[src/rtl/lk_pkg.sv]
package lk_pkg;
  localparam int unsigned DATA_W = 32;
  localparam int unsigned KEY_W  = 16;

  typedef enum logic [1:0] {
    WK_NONE    = 2'd0,
    WK_ENGAGE  = 2'd1,
    WK_RELEASE = 2'd2
  } wr_kind_e;
endpackage

[src/rtl/lk_rst_sync.sv]
module lk_rst_sync #(
  parameter int unsigned STAGES = 2
) (
  input  logic clk,
  input  logic rst_n,
  output logic rst_sync_n
);
  logic [STAGES-1:0] chain_q;

  always_ff @(posedge clk or negedge rst_n) begin
    if (!rst_n) chain_q <= '0;
    else        chain_q <= {chain_q[STAGES-2:0], 1'b1};
  end

  assign rst_sync_n = chain_q[STAGES-1];
endmodule

[src/rtl/lk_key_decode.sv]
module lk_key_decode
  import lk_pkg::*;
#(
  parameter int unsigned ADDR_W    = 4,
  parameter logic [ADDR_W-1:0] LOCK_ADDR = 2,
  parameter logic [KEY_W-1:0]  KEY       = 16'hD42F
) (
  input  logic [ADDR_W-1:0] addr,
  input  logic [DATA_W-1:0] wdata,
  input  logic              wr,
  output wr_kind_e          kind
);
  logic hit;
  assign hit = wr && (addr == LOCK_ADDR);

  always_comb begin
    kind = WK_NONE;
    if (hit) begin
      if (wdata[KEY_W-1:0] == KEY) kind = WK_ENGAGE;
      else if (wdata == '0)        kind = WK_RELEASE;
    end
  end
endmodule

[src/rtl/lk_state.sv]
module lk_state
  import lk_pkg::*;
(
  input  logic     clk,
  input  logic     rst_n,
  input  wr_kind_e kind,
  output logic     open_q
);
  logic open_d;
  logic open_en;

  always_comb begin
    open_en = (kind != WK_NONE);
    open_d  = open_q;
    case (kind)
      WK_ENGAGE:  open_d = 1'b1;
      WK_RELEASE: open_d = 1'b0;
      default:    open_d = open_q;
    endcase
  end

  always_ff @(posedge clk or negedge rst_n) begin
    if (!rst_n)       open_q <= 1'b0;
    else if (open_en) open_q <= open_d;
  end
endmodule

[src/rtl/lk_readback.sv]
module lk_readback
  import lk_pkg::*;
#(
  parameter int unsigned ADDR_W     = 4,
  parameter logic [ADDR_W-1:0] LOCK_ADDR = 2,
  parameter int unsigned STATUS_BIT = 31
) (
  input  logic [ADDR_W-1:0] addr,
  input  logic              open_q,
  output logic [DATA_W-1:0] rdata
);
  always_comb begin
    rdata = '0;
    if (addr == LOCK_ADDR) rdata[STATUS_BIT] = open_q;
  end
endmodule

[src/rtl/modelock_gate.sv]
module modelock_gate
  import lk_pkg::*;
#(
  parameter int unsigned ADDR_W     = 4,
  parameter logic [ADDR_W-1:0] LOCK_ADDR = 2,
  parameter int unsigned NUM_BANKS  = 3,
  parameter logic [KEY_W-1:0] KEY   = 16'hD42F,
  parameter int unsigned STATUS_BIT = 31
) (
  input  logic                 clk,
  input  logic                 rst_n,
  input  logic [ADDR_W-1:0]    reg_addr,
  input  logic [DATA_W-1:0]    reg_wdata,
  input  logic                 reg_wr,
  output logic [DATA_W-1:0]    reg_rdata,
  output logic [NUM_BANKS-1:0] bank_mode_we
);
  logic     rst_core_n;
  wr_kind_e wr_kind;
  logic     gate_open;

  lk_rst_sync #(.STAGES(2)) u_rst (
    .clk        (clk),
    .rst_n      (rst_n),
    .rst_sync_n (rst_core_n)
  );

  lk_key_decode #(.ADDR_W(ADDR_W), .LOCK_ADDR(LOCK_ADDR), .KEY(KEY)) u_dec (
    .addr  (reg_addr),
    .wdata (reg_wdata),
    .wr    (reg_wr),
    .kind  (wr_kind)
  );

  lk_state u_state (
    .clk    (clk),
    .rst_n  (rst_core_n),
    .kind   (wr_kind),
    .open_q (gate_open)
  );

  lk_readback #(.ADDR_W(ADDR_W), .LOCK_ADDR(LOCK_ADDR), .STATUS_BIT(STATUS_BIT)) u_rb (
    .addr   (reg_addr),
    .open_q (gate_open),
    .rdata  (reg_rdata)
  );

  for (genvar g = 0; g < NUM_BANKS; g++) begin : g_fan
    assign bank_mode_we[g] = gate_open;
  end
endmodule

[config.mk]
export PLATFORM = sky130hd
export DESIGN_NAME = modelock_gate
export DESIGN_NICKNAME = d
export VERILOG_FILES = /design/src/rtl/lk_pkg.sv /design/src/rtl/lk_rst_sync.sv /design/src/rtl/lk_key_decode.sv /design/src/rtl/lk_state.sv /design/src/rtl/lk_readback.sv /design/src/rtl/modelock_gate.sv
export SDC_FILE = /design/constraint.sdc
export NUM_CORES = 1
export LEC_CHECK = 0
export ABC_AREA = 1
export BUFFER_PORTS_ARGS = -buffer_cell sky130_fd_sc_hd__buf_2
export CAP_MARGIN = 25
export CORE_UTILIZATION = 32
export CTS_CLUSTER_SIZE = 8
export DETAILED_ROUTE_END_ITERATION = 10
export HOLD_SLACK_MARGIN = 0.02
export PLACE_DENSITY = 0.8
export SLEW_MARGIN = 10
export SYNTH_ARGS = -nofsm -noshare
export SYNTH_HDL_FRONTEND = slang
export SYNTH_SLANG_ARGS = --single-unit
[constraint.sdc]
create_clock -name clk -period 0.8 [get_ports clk]
set_input_delay 0.04 -clock clk [delete_from_list [all_inputs] [get_ports clk]]
set_output_delay 0.04 -clock clk [all_outputs]
set_load 0.01 [all_outputs]
== Word-level counts from Yosys, hierarchy flattened ==
Cells that the tools add are included.
Widths: inputs -> output; s select.

* Bits in registers: 3
* Input port bits: 39
* Output and inout port bits: 35
* Word-level logic and storage cells: 16

* Equal/unequal tests: 4
* Mux-type cells: 5
* Reductions and logical operators: 5

{| class="wikitable"
|+ Operators with widths
! cell !! number
|-
| $logic_not 32->1 || 1
|-
| $eq 16x16->1 const B || 1
|-
| $mux 2 || 3
|-
| $eq 4x2->1 const B || 1
|-
| $reduce_bool 2->1 || 2
|-
| $eq 2x1->1 const B || 1
|-
| $eq 2x2->1 const B || 1
|-
| $pmux 1 s2 || 1
|-
| $reduce_and 2->1 || 1
|-
| $logic_and 1x1->1 || 1
|-
| $mux 1 || 1
|}

== Logic depth before layout (Yosys ltp) ==
Gate-level depths: netlist (run 1).

* Depth in word-level cells: 7
* Depth in mapped cells: 10
* Depth with buffers taken out: 10

== Modules after synthesis ==
A second synthesis (run 1) with hierarchy kept.

* Cells, all modules: 107
* Area, all modules: 633.1 µm²

{| class="wikitable"
|+ Modules (own cells, without submodules)
! module !! times used !! cells an instance !! area an instance (µm²) !! sequential area each (µm²)
|-
| lk_readback || 1 || 38 || 267.8 || 0.0
|-
| lk_key_decode || 1 || 58 || 239.0 || 0.0
|-
| lk_rst_sync || 1 || 3 || 53.8 || 50.0
|-
| lk_state || 1 || 5 || 50.0 || 25.0
|-
| modelock_gate || 1 || 3 || 22.5 || 0.0
|}

== Worst setup path after synthesis (run 1) ==
No wires, ideal clock.

* Path kind: in2reg
* Start point: input reg_wdata[11]
* End point: register u_state.open_q
* Library setup time: 126 ps
* Arrival: 864 ps
* Data required time: 674 ps
* Path slack: -190 ps
* Cell stages on the path: 9
* Buffers on the path: 0
* Cell sequence: nor2_1 > nand3_1 > nor2_1 > nand2_1 > nand2_1 > nor2_1 > ha_1 > nand2_1 > o21ai_0

* Longest elaborated chain between the ends: 7
* Elaborated cells on any way between the ends: 11
* Classes of those cells: 3 x eq/ne; 4 x mux; 4 x reduce/logical

{| class="wikitable"
|+ Ends and longest elaborated chain
! element !! RTL line !! RTL
|-
| start, declared || modelock_gate.sv:13 || <nowiki>input logic [DATA_W-1:0] reg_wdata,</nowiki>
|-
| $logic_not 32->1 || lk_key_decode.sv:20 || <nowiki>else if (wdata == '0) kind = WK_RELEASE;</nowiki>
|-
| $mux 2 || lk_key_decode.sv:20 ||
|-
| $mux 2 * || lk_key_decode.sv:19 || <nowiki>if (wdata[KEY_W-1:0] == KEY) kind = WK_ENGAGE;</nowiki>
|-
| $mux 2 * || lk_key_decode.sv:18 || <nowiki>if (hit) begin</nowiki>
|-
| $eq 2x1->1 or $eq 2x2->1 (tied branches) || lk_state.sv:15 || <nowiki>case (kind)</nowiki>
|-
| $reduce_bool 2->1 (no source line) || -- ||
|-
| $reduce_and 2->1 (no source line) || -- ||
|-
| end signal, assigned || lk_state.sv:24 || <nowiki>else if (open_en) open_q <= open_d;</nowiki>
|-
| end, declared || lk_state.sv:7 || <nowiki>output logic open_q</nowiki>
|}

Every way passes the cells marked *; elsewhere a longest branch is shown, timed or not.
A chain may end at the register's enable or synchronous reset.

== Final worst setup path (run 1) ==
* Start point: register u_state.open_q
* End point: output reg_rdata[31]

* Longest elaborated chain between the ends: 1

{| class="wikitable"
|+ Ends and longest elaborated chain
! element !! RTL line !! RTL
|-
| $mux 1 || lk_readback.sv:14 || <nowiki>if (addr == LOCK_ADDR) rdata[STATUS_BIT] = open_q;</nowiki>
|-
| end, declared || modelock_gate.sv:15 || <nowiki>output logic [DATA_W-1:0] reg_rdata,</nowiki>
|}

No other way between the ends.

==> impl_metrics.tcl, run 1 <==
set metrics [dict create \
    cts_num_sinks 3 \
    whs_ps 119 \
    diodes 0 \
    highest_layer "met3" \
    num_io_pins 74 \
    synthTopCellsByCount "34 x buf_4, 21 x nor2_1, 16 x inv_1, 16 x nand2_1" \
    synth_seq_cells 3 \
    first_pass_iters 4 \
    crit_path_max_fanout 5 \
    r2r_slack_ps 50 \
    clkTransAtPathRegs_ps 40 \
    initial_core_util_pct 34.5 \
    hold_viol_final 0 \
    synthCells 101 \
    avgSynthCellArea_um2 5.90 \
    synth-main-ff-cell "dfrtp_1" \
    clock_latency_ps 230 \
    r2r_end "u_state.open_q" \
    ys_async_sr_fraction_pct 100 \
    p_leak_nw 0.500 \
    synth_top_area_share_pct 42.9 \
    io_buffer_count 42 \
    drv_cap 0 \
    clk_path_buf_depth 2 \
    drt_wl_total_um 1050 \
    drtAntennaViolNets 0 \
    violations "setup timing" \
    synth_warnings 0 \
    die_h_um 45.1 \
    grt_max_degree 6 \
    worst_setup_path_end_kind "primary output" \
    fin_area_um2 810 \
    finalPower_w 0.000665 \
    viasPerCell 3.64 \
    clk_root_buffer_cell "clkbuf_4" \
    place.gp.congestion 0.628 \
    finalCriticalPeriod_ps 912 \
    synth.most_common_cell "buf_4" \
    antenna_found_initial 0 \
    wl_met2_um 533 \
    rr_startpoint "u_state.open_q" \
    synth_cell_types 12 \
    drtIter0Drc 4 \
    start_kind "flip-flop" \
    syn2layout_area_growth_pct 35.9 \
    wl_met3_um 135 \
    critical_path_arrival_ps 870 \
    grt.total_usage_pct 10.5 \
    synth_area_leaders "buf_4 43%, nor2_1 13%, dfrtp_1 13%, inv_1 10%, nand2_1 10%" \
    dr_total_vias 626 \
    setup_ws_ps -112 \
    cts_buffers 3 \
    status "finished, violations left" \
    rows 15 \
    yosysTopAreaCell "buf_4" \
    critPathRequiredTime_ps 760 \
    clock_skew_ps 4.63 \
    rsz0062_at_grt "yes" \
    fmax_mhz 1100 \
    wl_met1_um 382 \
    wl_per_cell_um 6.11 \
    yosysSeqAreaShare_pct 12.6 \
    post-route-drc-count 0 \
    syn-cell-area_um2 596 \
    place_area_um2 709 \
    utilization_pct 46.9 \
    htreeDepth 1 \
    nNetsFinal 188 \
    dieArea_um2 2040 \
    finalSetupViolCount 5 \
    min-delay-path-class "input port to async pin" \
    synth_edf_count 0 \
    critical_path_class "flip-flop to primary output" \
    cts_tree "done" \
    drive_gt1_share_pct 36.7 \
    grt_overflow 0 \
    die_x_um 45.1 \
    core_region_area_um2 1730 \
    power.density_nw_per_um2 821 \
    finalMaxSlewViolations 0 \
    grt_pass1_wl_um 1570 \
    ir_drop_mv 0.357 \
    ff2ff_path_depth 3 \
    period_share_pct 114 \
    hpwl_um 899 \
    first_global_vias 449 \
]
-- layer usage --
layer  track usage [%]  vias up
met2              20.0       46
met5                 0        -
met1              11.1      259
li1                  -      321
met3                 0        0
met4              7.27        0
-- cell type report --
cell class | count | area, um2
Clock buffer | 4 | 26.3
Multi-Input combinational cell | 78 | 353
Tap cell | 25 | 31.3
Timing Repair Buffer | 46 | 264
Inverter | 16 | 60.1
Sequential cell | 3 | 75.1
Fill cell | 209 | 917
-- registers in the layout, summed over array words and instances, names as in the netlist --
name and count:
u_state.open_q 1, u_rst.chain_q 2
-- cell usage in the layout, fill, tap and decap left out --
master / Yosys / layout
nor2_4: 0 / 4
nand2_1: 16 / 15
buf_6: 0 / 3
nand4_1: 2 / 2
buf_2: 0 / 39
clkbuf_1: 0 / 1
nor2_1: 21 / 16
o21ai_1: 0 / 1
clkbuf_4: 0 / 3
nor2_2: 1 / 2
dfrtp_1: 3 / 3
dlygate4sd3_1: 0 / 2
conb_1: 2 / 32
nand3b_1: 1 / 1
nand2_2: 0 / 1
inv_1: 16 / 16
nand3_1: 3 / 3
buf_4: 34 / 2
ha_1: 1 / 1
-- worst max-delay path by stage --
| stage | start | slack (ps) | endpoint |
|---|---|---|---|
| global route | reg_wdata[7] | -220 | u_state.open_q |
| floorplan | reg_wdata[11] | -170 | u_state.open_q |
| global placement | reg_wdata[7] | -380 | u_state.open_q |
| CTS | u_state.open_q | -120 | reg_rdata[31] |
| finish | u_state.open_q | -110 | reg_rdata[31] |
| detailed placement | reg_wdata[7] | -380 | u_state.open_q |
-- per-stage QoR --
step	cells	setup slack, ps	TNS [ps]
after CTS	172	-118	-329
final	172	-112	-310
after global routing	172	-217	-582
after global placement	165	-378	-378
after floorplan	131	-167	-167
after detailed placement	165	-382	-382
-- where the power goes --
part	internal (W)	leakage (nW)	switching [W]	total [W]
logic	0.000107	0.448	0.000134	0.000241
clock network	0.000187	0.0150	0.0000783	0.000265
registers	0.000158	0.0373	0.000000945	0.000159
total	0.000451	0.500	0.000214	0.000665
-- critical path, cell delays in order (launching register included) --
cell and delay, ps:
dfrtp_1 390, inv_1 50, nor2_1 70, buf_2 130
-- cell families (layout without fill, tap and decap cells) --
kind of cell	Yosys count	in the layout	synth area share, %
other cells	2	32	1.26
fa+ha+maj	1	1	2.10
compound gates	1	1	0.840
flops	3	3	12.6
buf+inv	50	66	52.9
simple gates	44	44	30.3
-- what timing repair did --
action,CTS,global route
setup buffers,1,0
endpoints found under the hold margin,3,0
gates resized for setup,2,9
endpoints found under the setup margin,5,5
hold buffers,2,0
cloned,0,0
pin swaps,3,9
Power figures use the tool's default switching activity.
==> run 2, diff against run 1 <==
--- a/config.mk
+++ b/config.mk
@@ -11,6 +11,7 @@
 export CORE_UTILIZATION = 32
 export CTS_CLUSTER_SIZE = 8
 export DETAILED_ROUTE_END_ITERATION = 10
+export GPL_TIMING_DRIVEN = 0
 export HOLD_SLACK_MARGIN = 0.02
 export PLACE_DENSITY = 0.8
 export SLEW_MARGIN = 10
==> run 2 against run 1 <==
Compared with the run above:
- die area unchanged
- setup slack got worse by 22 ps
- critical path depth is 1 lower
- via count increased by 15%
- utilization grew 17 points
- clock power is 5% lower
- power up 19%
- critical path type unchanged
- largest cell class is now non-clock buffers
- clock skew shrank 1.9 ps
- highest routed layer unchanged
- non-clock buffer count up 32
- maximum frequency shrank 2.3%
- final cell count grew 19%
- sequential share of layout area decreased by 2.3 points
- the flow still finishes with violations (setup timing)
==> impl_metrics.tcl, run 2 (synthesis gave the netlist of run 1 again) <==
set metrics [dict create \
    status "finished, violations left" \
    violations "setup timing" \
    largestRegisters "u_rst.chain_q (2), u_state.open_q (1)" \
    fillerInstances 161 \
    setup_ws_ps -134 \
    slowest_delay_ps 430 \
    grt_pass1_wl_um 2270 \
    place.gp.congestion 0.668 \
    critPathRequiredTime_ps 760 \
    die_x_um 45.1 \
    drtAntennaViolNets 0 \
    p_leak_nw 0.684 \
    rr_startpoint "u_state.open_q" \
    start_kind "flip-flop" \
    dieArea_um2 2040 \
    clock_skew_ps 2.73 \
    drt_wl_total_um 1460 \
    pwr-share-clk_pct 32.1 \
    grt.total_usage_pct 15.0 \
    critical_path_class "flip-flop to primary output" \
    path_buf_inv 2 \
    dp_slack_ps -388 \
    ir_drop_mv 0.464 \
    diodes 0 \
    cts_num_sinks 3 \
    clkTransAtPathRegs_ps 40 \
    core_region_area_um2 1730 \
    drive_gt1_share_pct 49.7 \
    ff2ff_path_depth 2 \
    nNetsFinal 220 \
    io_buffer_count 42 \
    wl_per_cell_um 7.14 \
    final_common_cell "buf_2" \
    fmax_mhz 1070 \
    r2r_slack_ps 110 \
    drv_cap 0 \
    first_pass_iters 4 \
    pwr-share-seq_pct 20.1 \
    crit_start "u_state.open_q" \
    hpwl_um 1190 \
    critPathSlowestCell "dfrtp_2" \
    dr_total_vias 720 \
    multiInputGateArea_um2 355 \
    critPathTopFamily "flip-flops" \
    cts_buffers 3 \
    regArea_um2 76.3 \
    period_share_pct 117 \
    cp_cell_sequence "buf_6, buf_6" \
    r2r_end "u_state.open_q" \
    post-route-drc-count 0 \
    worst_setup_path_end_kind "primary output" \
    htreeDepth 1 \
    hold_viol_final 0 \
    internal-power_w 0.000557 \
    crit_path_max_fanout 5 \
    clk_path_buf_depth 2 \
    drtIter0Drc 2 \
    die_h_um 45.1 \
    syn2layout_area_growth_pct 85.1 \
    largest_reg_flops 2 \
    fin_area_um2 1100 \
    power.density_nw_per_um2 715 \
    p_switching_w 0.000231 \
    final_cell_mix "33 x buf_2, 32 x conb_1, 31 x buf_4, 16 x inv_1" \
    endpoint "bank_mode_we[0]" \
    finalCriticalPeriod_ps 934 \
    clock_latency_ps 220 \
    first_global_vias 656 \
    min-delay-path-class "input port to async pin" \
    place_area_um2 957 \
    grt_overflow 0 \
    crit_cells 2 \
    grt_max_degree 6 \
    swShare_pct 29.3 \
    finalSetupViolCount 5 \
    finalMaxSlewViolations 0 \
    initial_core_util_pct 34.5 \
    rsz0062_at_grt "yes" \
    largest-register "u_rst.chain_q" \
    rows 15 \
    critical_path_arrival_ps 890 \
    num_io_pins 74 \
    pwr-share-comb_pct 47.7 \
    antenna_found_initial 0 \
    cts_tree "done" \
    cp_common_cell "buf_6" \
    clk_root_buffer_cell "clkbuf_4" \
    viasPerCell 3.53 \
]
==> run 2: cell types whose count changed in the layout (fill, tap and decap cells not counted), sizes merged <==
cell	before	now
buf	44	76
==> run 2: what timing repair did <==
action | 4_1_cts | 5_1_grt
hold endpoints to repair | 3 | 0
setup buffers | 0 | 0
endpoints found under the setup margin | 5 | 5
gates resized for setup | 17 | 5
hold buffers | 2 | 0
pin swaps | 9 | 13
==> run 2: routing by layer <==
| layer | up-vias | part of all wire, % | track usage, % |
|---|---|---|---|
| met5 | - | 0 | 0 |
| met4 | 0 | 0 | 3.64 |
| met3 | 0 | 11 | 3.20 |
| met2 | 46 | 56 | 34.8 |
| met1 | 289 | 32 | 11.5 |
| li1 | 385 | - | - |
==> run 2: power groups by stage <==
| stage | logic (W) | registers, W | clock network, W |
|---|---|---|---|
| after global placement | 0.000317 | 0.000161 | 0 |
| after detailed placement | 0.000324 | 0.000161 | 0 |
| after floorplan | 0.000220 | 0.000161 | 0 |
| after CTS | 0.000352 | 0.000159 | 0.000263 |
| after global routing | 0.000417 | 0.000159 | 0.000276 |
| final | 0.000376 | 0.000159 | 0.000253 |
==> run 2: how the worst min path moves through the flow <==
stage	endpoint	slack, ps
floorplan	u_rst.chain_q[0]	-260
global placement	u_rst.chain_q[0]	-170
detailed placement	u_rst.chain_q[0]	-170
CTS	u_rst.chain_q[1]	120
global route	u_rst.chain_q[1]	130
finish	u_rst.chain_q[1]	130
==> run 2: final cells by class <==
class	instances	share of cell area (%)
inverters	16	5.45
clock buffers	4	2.38
well taps	25	2.84
multi-input cells	78	32.2
flip-flops and latches	3	6.92
repair buffers	44	26.0
plain buffers	34	24.2
==> run 2: through the flow <==
step                instances  hold WS (ps)  total power [W]  TNS, ps  utilization (%)
floorplan                 131          -256         0.000381     -167                -
global placement          198          -174         0.000478     -382             55.4
detailed placement        198          -174         0.000485     -388             55.4
CTS                       204           124         0.000774     -665             62.3
global route              204           133         0.000852     -862             63.8
finish                    204           131         0.000788     -647             63.8
==> run 3, diff against run 2 <==
--- a/config.mk
+++ b/config.mk
@@ -5,15 +5,14 @@
 export SDC_FILE = /design/constraint.sdc
 export NUM_CORES = 1
 export LEC_CHECK = 0
-export ABC_AREA = 1
 export BUFFER_PORTS_ARGS = -buffer_cell sky130_fd_sc_hd__buf_2
 export CAP_MARGIN = 25
-export CORE_UTILIZATION = 32
+export CORE_UTILIZATION = 29
 export CTS_CLUSTER_SIZE = 8
 export DETAILED_ROUTE_END_ITERATION = 10
 export GPL_TIMING_DRIVEN = 0
 export HOLD_SLACK_MARGIN = 0.02
-export PLACE_DENSITY = 0.8
+export PLACE_DENSITY = 0.79
 export SLEW_MARGIN = 10
 export SYNTH_ARGS = -nofsm -noshare
 export SYNTH_HDL_FRONTEND = slang
==> run 3 against run 2 <==
Compared with the run above:
- the flow finishes with violations (DRC, setup timing)
- via count fell by 13%
- first-iteration DRC count grew to 3.5 times the previous value
- non-clock buffer count increased by 3
- utilization grew 5.3 points
- combinational power is 4% higher
- critical path depth is 5 higher
- setup slack worse by 180 ps
- clock-buffer cell count unchanged
- register-to-register slack got worse by 100 ps
- critical endpoint is now u_state.open_q
==> impl_metrics.tcl, run 3 <==
set metrics [dict create \
    status "finished, violations left" \
    violations "DRC, setup timing" \
    viasPerCell 3.92 \
    clock_skew_ps 2.40 \
    clock_latency_ps 230 \
    final_cell_mix "34 x buf_4, 32 x conb_1, 31 x buf_2, 14 x buf_6, 4 x nor4_4" \
    num_io_pins 74 \
    htreeDepth 1 \
    place_inst 150 \
    ff2ff_path_depth 3 \
    worst_setup_path_end_kind "flip-flop" \
    hold_viol_final 0 \
    r2r_slack_ps 10 \
    final_common_cell "buf_4" \
    synth_top_area_share_pct 50.7 \
    fin_tns_setup_ps -959 \
    yosysTopAreaCell "buf_4" \
    yosys.area_share.simple_pct 29.4 \
    dp_slack_ps -618 \
    finalCriticalPeriod_ps 1110 \
    grt_pass1_wl_um 1990 \
    largest-register "u_rst.chain_q" \
    rsz0062_at_grt "yes" \
    io_buffer_count 42 \
    hpwl_um 1130 \
    synth_edf_count 0 \
    r2r_end "u_state.open_q" \
    initial_core_util_pct 32.3 \
    ys_async_sr_fraction_pct 100 \
    die_h_um 43.6 \
    rows 14 \
    dr_total_vias 623 \
    post-route-drc-count 4 \
    largest_reg_flops 2 \
    synth_warnings 0 \
    regArea_um2 75.1 \
    synthTopCellsByCount "34 x buf_4, 4 x nor4_1" \
    critical_path_arrival_ps 1230 \
    die_x_um 43.6 \
    setup_ws_ps -312 \
    final_cell_count_no_fill 159 \
    avgSynthCellArea_um2 8.11 \
    synthXorXnorAreaFrac_pct 0 \
    critical_path_class "input port to flip-flop" \
    synth_area_leaders "buf_4 51%, dfrtp_1 15%, nor4_2 7.5%, nor4_1 5.0%, nand4_1 3.7%" \
    drtAntennaViolNets 0 \
    largestRegisters "u_rst.chain_q (2), u_state.open_q (1)" \
    p_leak_nw 0.605 \
    clk_root_buffer_cell "clkbuf_4" \
    wl_per_cell_um 9.62 \
    crit_path_max_fanout 2 \
    grt_max_degree 6 \
    grt.total_usage_pct 14.2 \
    grt_overflow 0 \
    drive_gt1_share_pct 63.6 \
    synth_compound_area_share_pct 0.995 \
    synth.most_common_cell "buf_4" \
    synth_seq_cells 3 \
    yosysSeqAreaShare_pct 14.9 \
    syn2layout_area_growth_pct 114 \
    synthCells 62 \
    fillerInstances 129 \
    power.density_nw_per_um2 760 \
    min-delay-path-class "input port to async pin" \
    cts_tree "done" \
    core_region_area_um2 1560 \
    drv_cap 0 \
    synth_top_family_by_area "buffers and inverters" \
    synthAdderAreaFrac_pct 2.49 \
    multiInputGateArea_um2 369 \
    syn-cell-area_um2 503 \
    first_pass_iters 6 \
    critPathRequiredTime_ps 920 \
    cts_num_sinks 3 \
    ir_drop_mv 0.863 \
    rr_startpoint "u_state.open_q" \
    muxShareOfSynthArea_pct 0 \
    clkTransAtPathRegs_ps 40 \
    antenna_found_initial 0 \
    place.gp.congestion 0.626 \
    drtIter0Drc 7 \
    period_share_pct 139 \
    start_kind "input port" \
    finalMaxSlewViolations 0 \
    first_global_vias 545 \
    diodes 0 \
    drt_wl_total_um 1530 \
    synth-main-ff-cell "dfrtp_1" \
    dieArea_um2 1900 \
    finalSetupViolCount 5 \
    cts_buffers 3 \
    synth_cell_types 15 \
    fmax_mhz 899 \
    clk_path_buf_depth 2 \
    whs_ps 122 \
    nNetsFinal 184 \
]
[run 3: cell types whose count changed in the layout (fill, tap and decap cells not counted), sizes merged]
cell and delta:
nor2 -21, inv -16, nand2 -14, nor4 +7, buf +3, nor3 +2, nor4b +2, and2 +1
nand3b -1, nand4 +1
[run 3: power breakdown]
group          switching (W)  internal [W]  leakage (nW)
sequential        0.00000169      0.000158        0.0373
clock              0.0000832      0.000187        0.0150
combinational       0.000169      0.000221         0.553
total               0.000254      0.000566         0.605
[run 3: cell families after synthesis]
group | count (synthesis)
other | 2
adders and majority gates | 1
buffers and inverters | 34
and+or+nand+nor | 21
DFF | 3
AOI/OAI and AO/OA | 1
[run 3: stage by stage]
stage,power (W),util (%),instance area [um2]
2_1_floorplan,0.000355,-,622
3_3_place_gp,0.000458,54.7,852
3_5_place_dp,0.000464,54.7,852
4_1_cts,0.000790,63.5,990
5_1_grt,0.000877,69.2,1080
6_report,0.000819,69.2,1080
[run 3: how the worst max path moves through the flow]
stage | endpoint | depth (start not counted) | start | slack [ps]
2_1_floorplan | u_state.open_q | 6 | reg_wdata[12] | -370
3_3_place_gp | u_state.open_q | 7 | reg_wdata[9] | -610
3_5_place_dp | u_state.open_q | 7 | reg_wdata[9] | -620
4_1_cts | u_state.open_q | 7 | reg_wdata[13] | -320
5_1_grt | u_state.open_q | 7 | reg_wdata[26] | -400
6_report | u_state.open_q | 7 | reg_wdata[26] | -310
[run 3: layout make-up]
cell class	count	share of cell area, %
buffer	34	24.7
multi-input combinational	55	34.2
timing repair buffer	47	29.8
tap	16	1.86
sequential	3	6.96
clock buffer	4	2.44
[run 3: what timing repair did]
item / 4_1_cts / 5_1_grt
setup buffers: 2 / 1
gates resized for setup: 12 / 14
hold buffers: 2 / 0
endpoints found under the setup margin: 5 / 5
pin swaps: 6 / 8
hold endpoints to repair: 3 / 0
[run 3: metal layers]
metal  share of wire, %  vias up  track usage, %
li1                   -      311               -
met1                 30      267            10.9
met2                 59       43            28.7
met3                9.7        2            6.67
met4                1.0        0            6.25
met5                  0        -               0
[run 3: critical path, cell delays in order]
cell and delay (ps):
buf_6 100, nor4_4 260, nand4_1 150, nor4_2 290
ha_1 280, nand2_1 60, o21ai_1 50
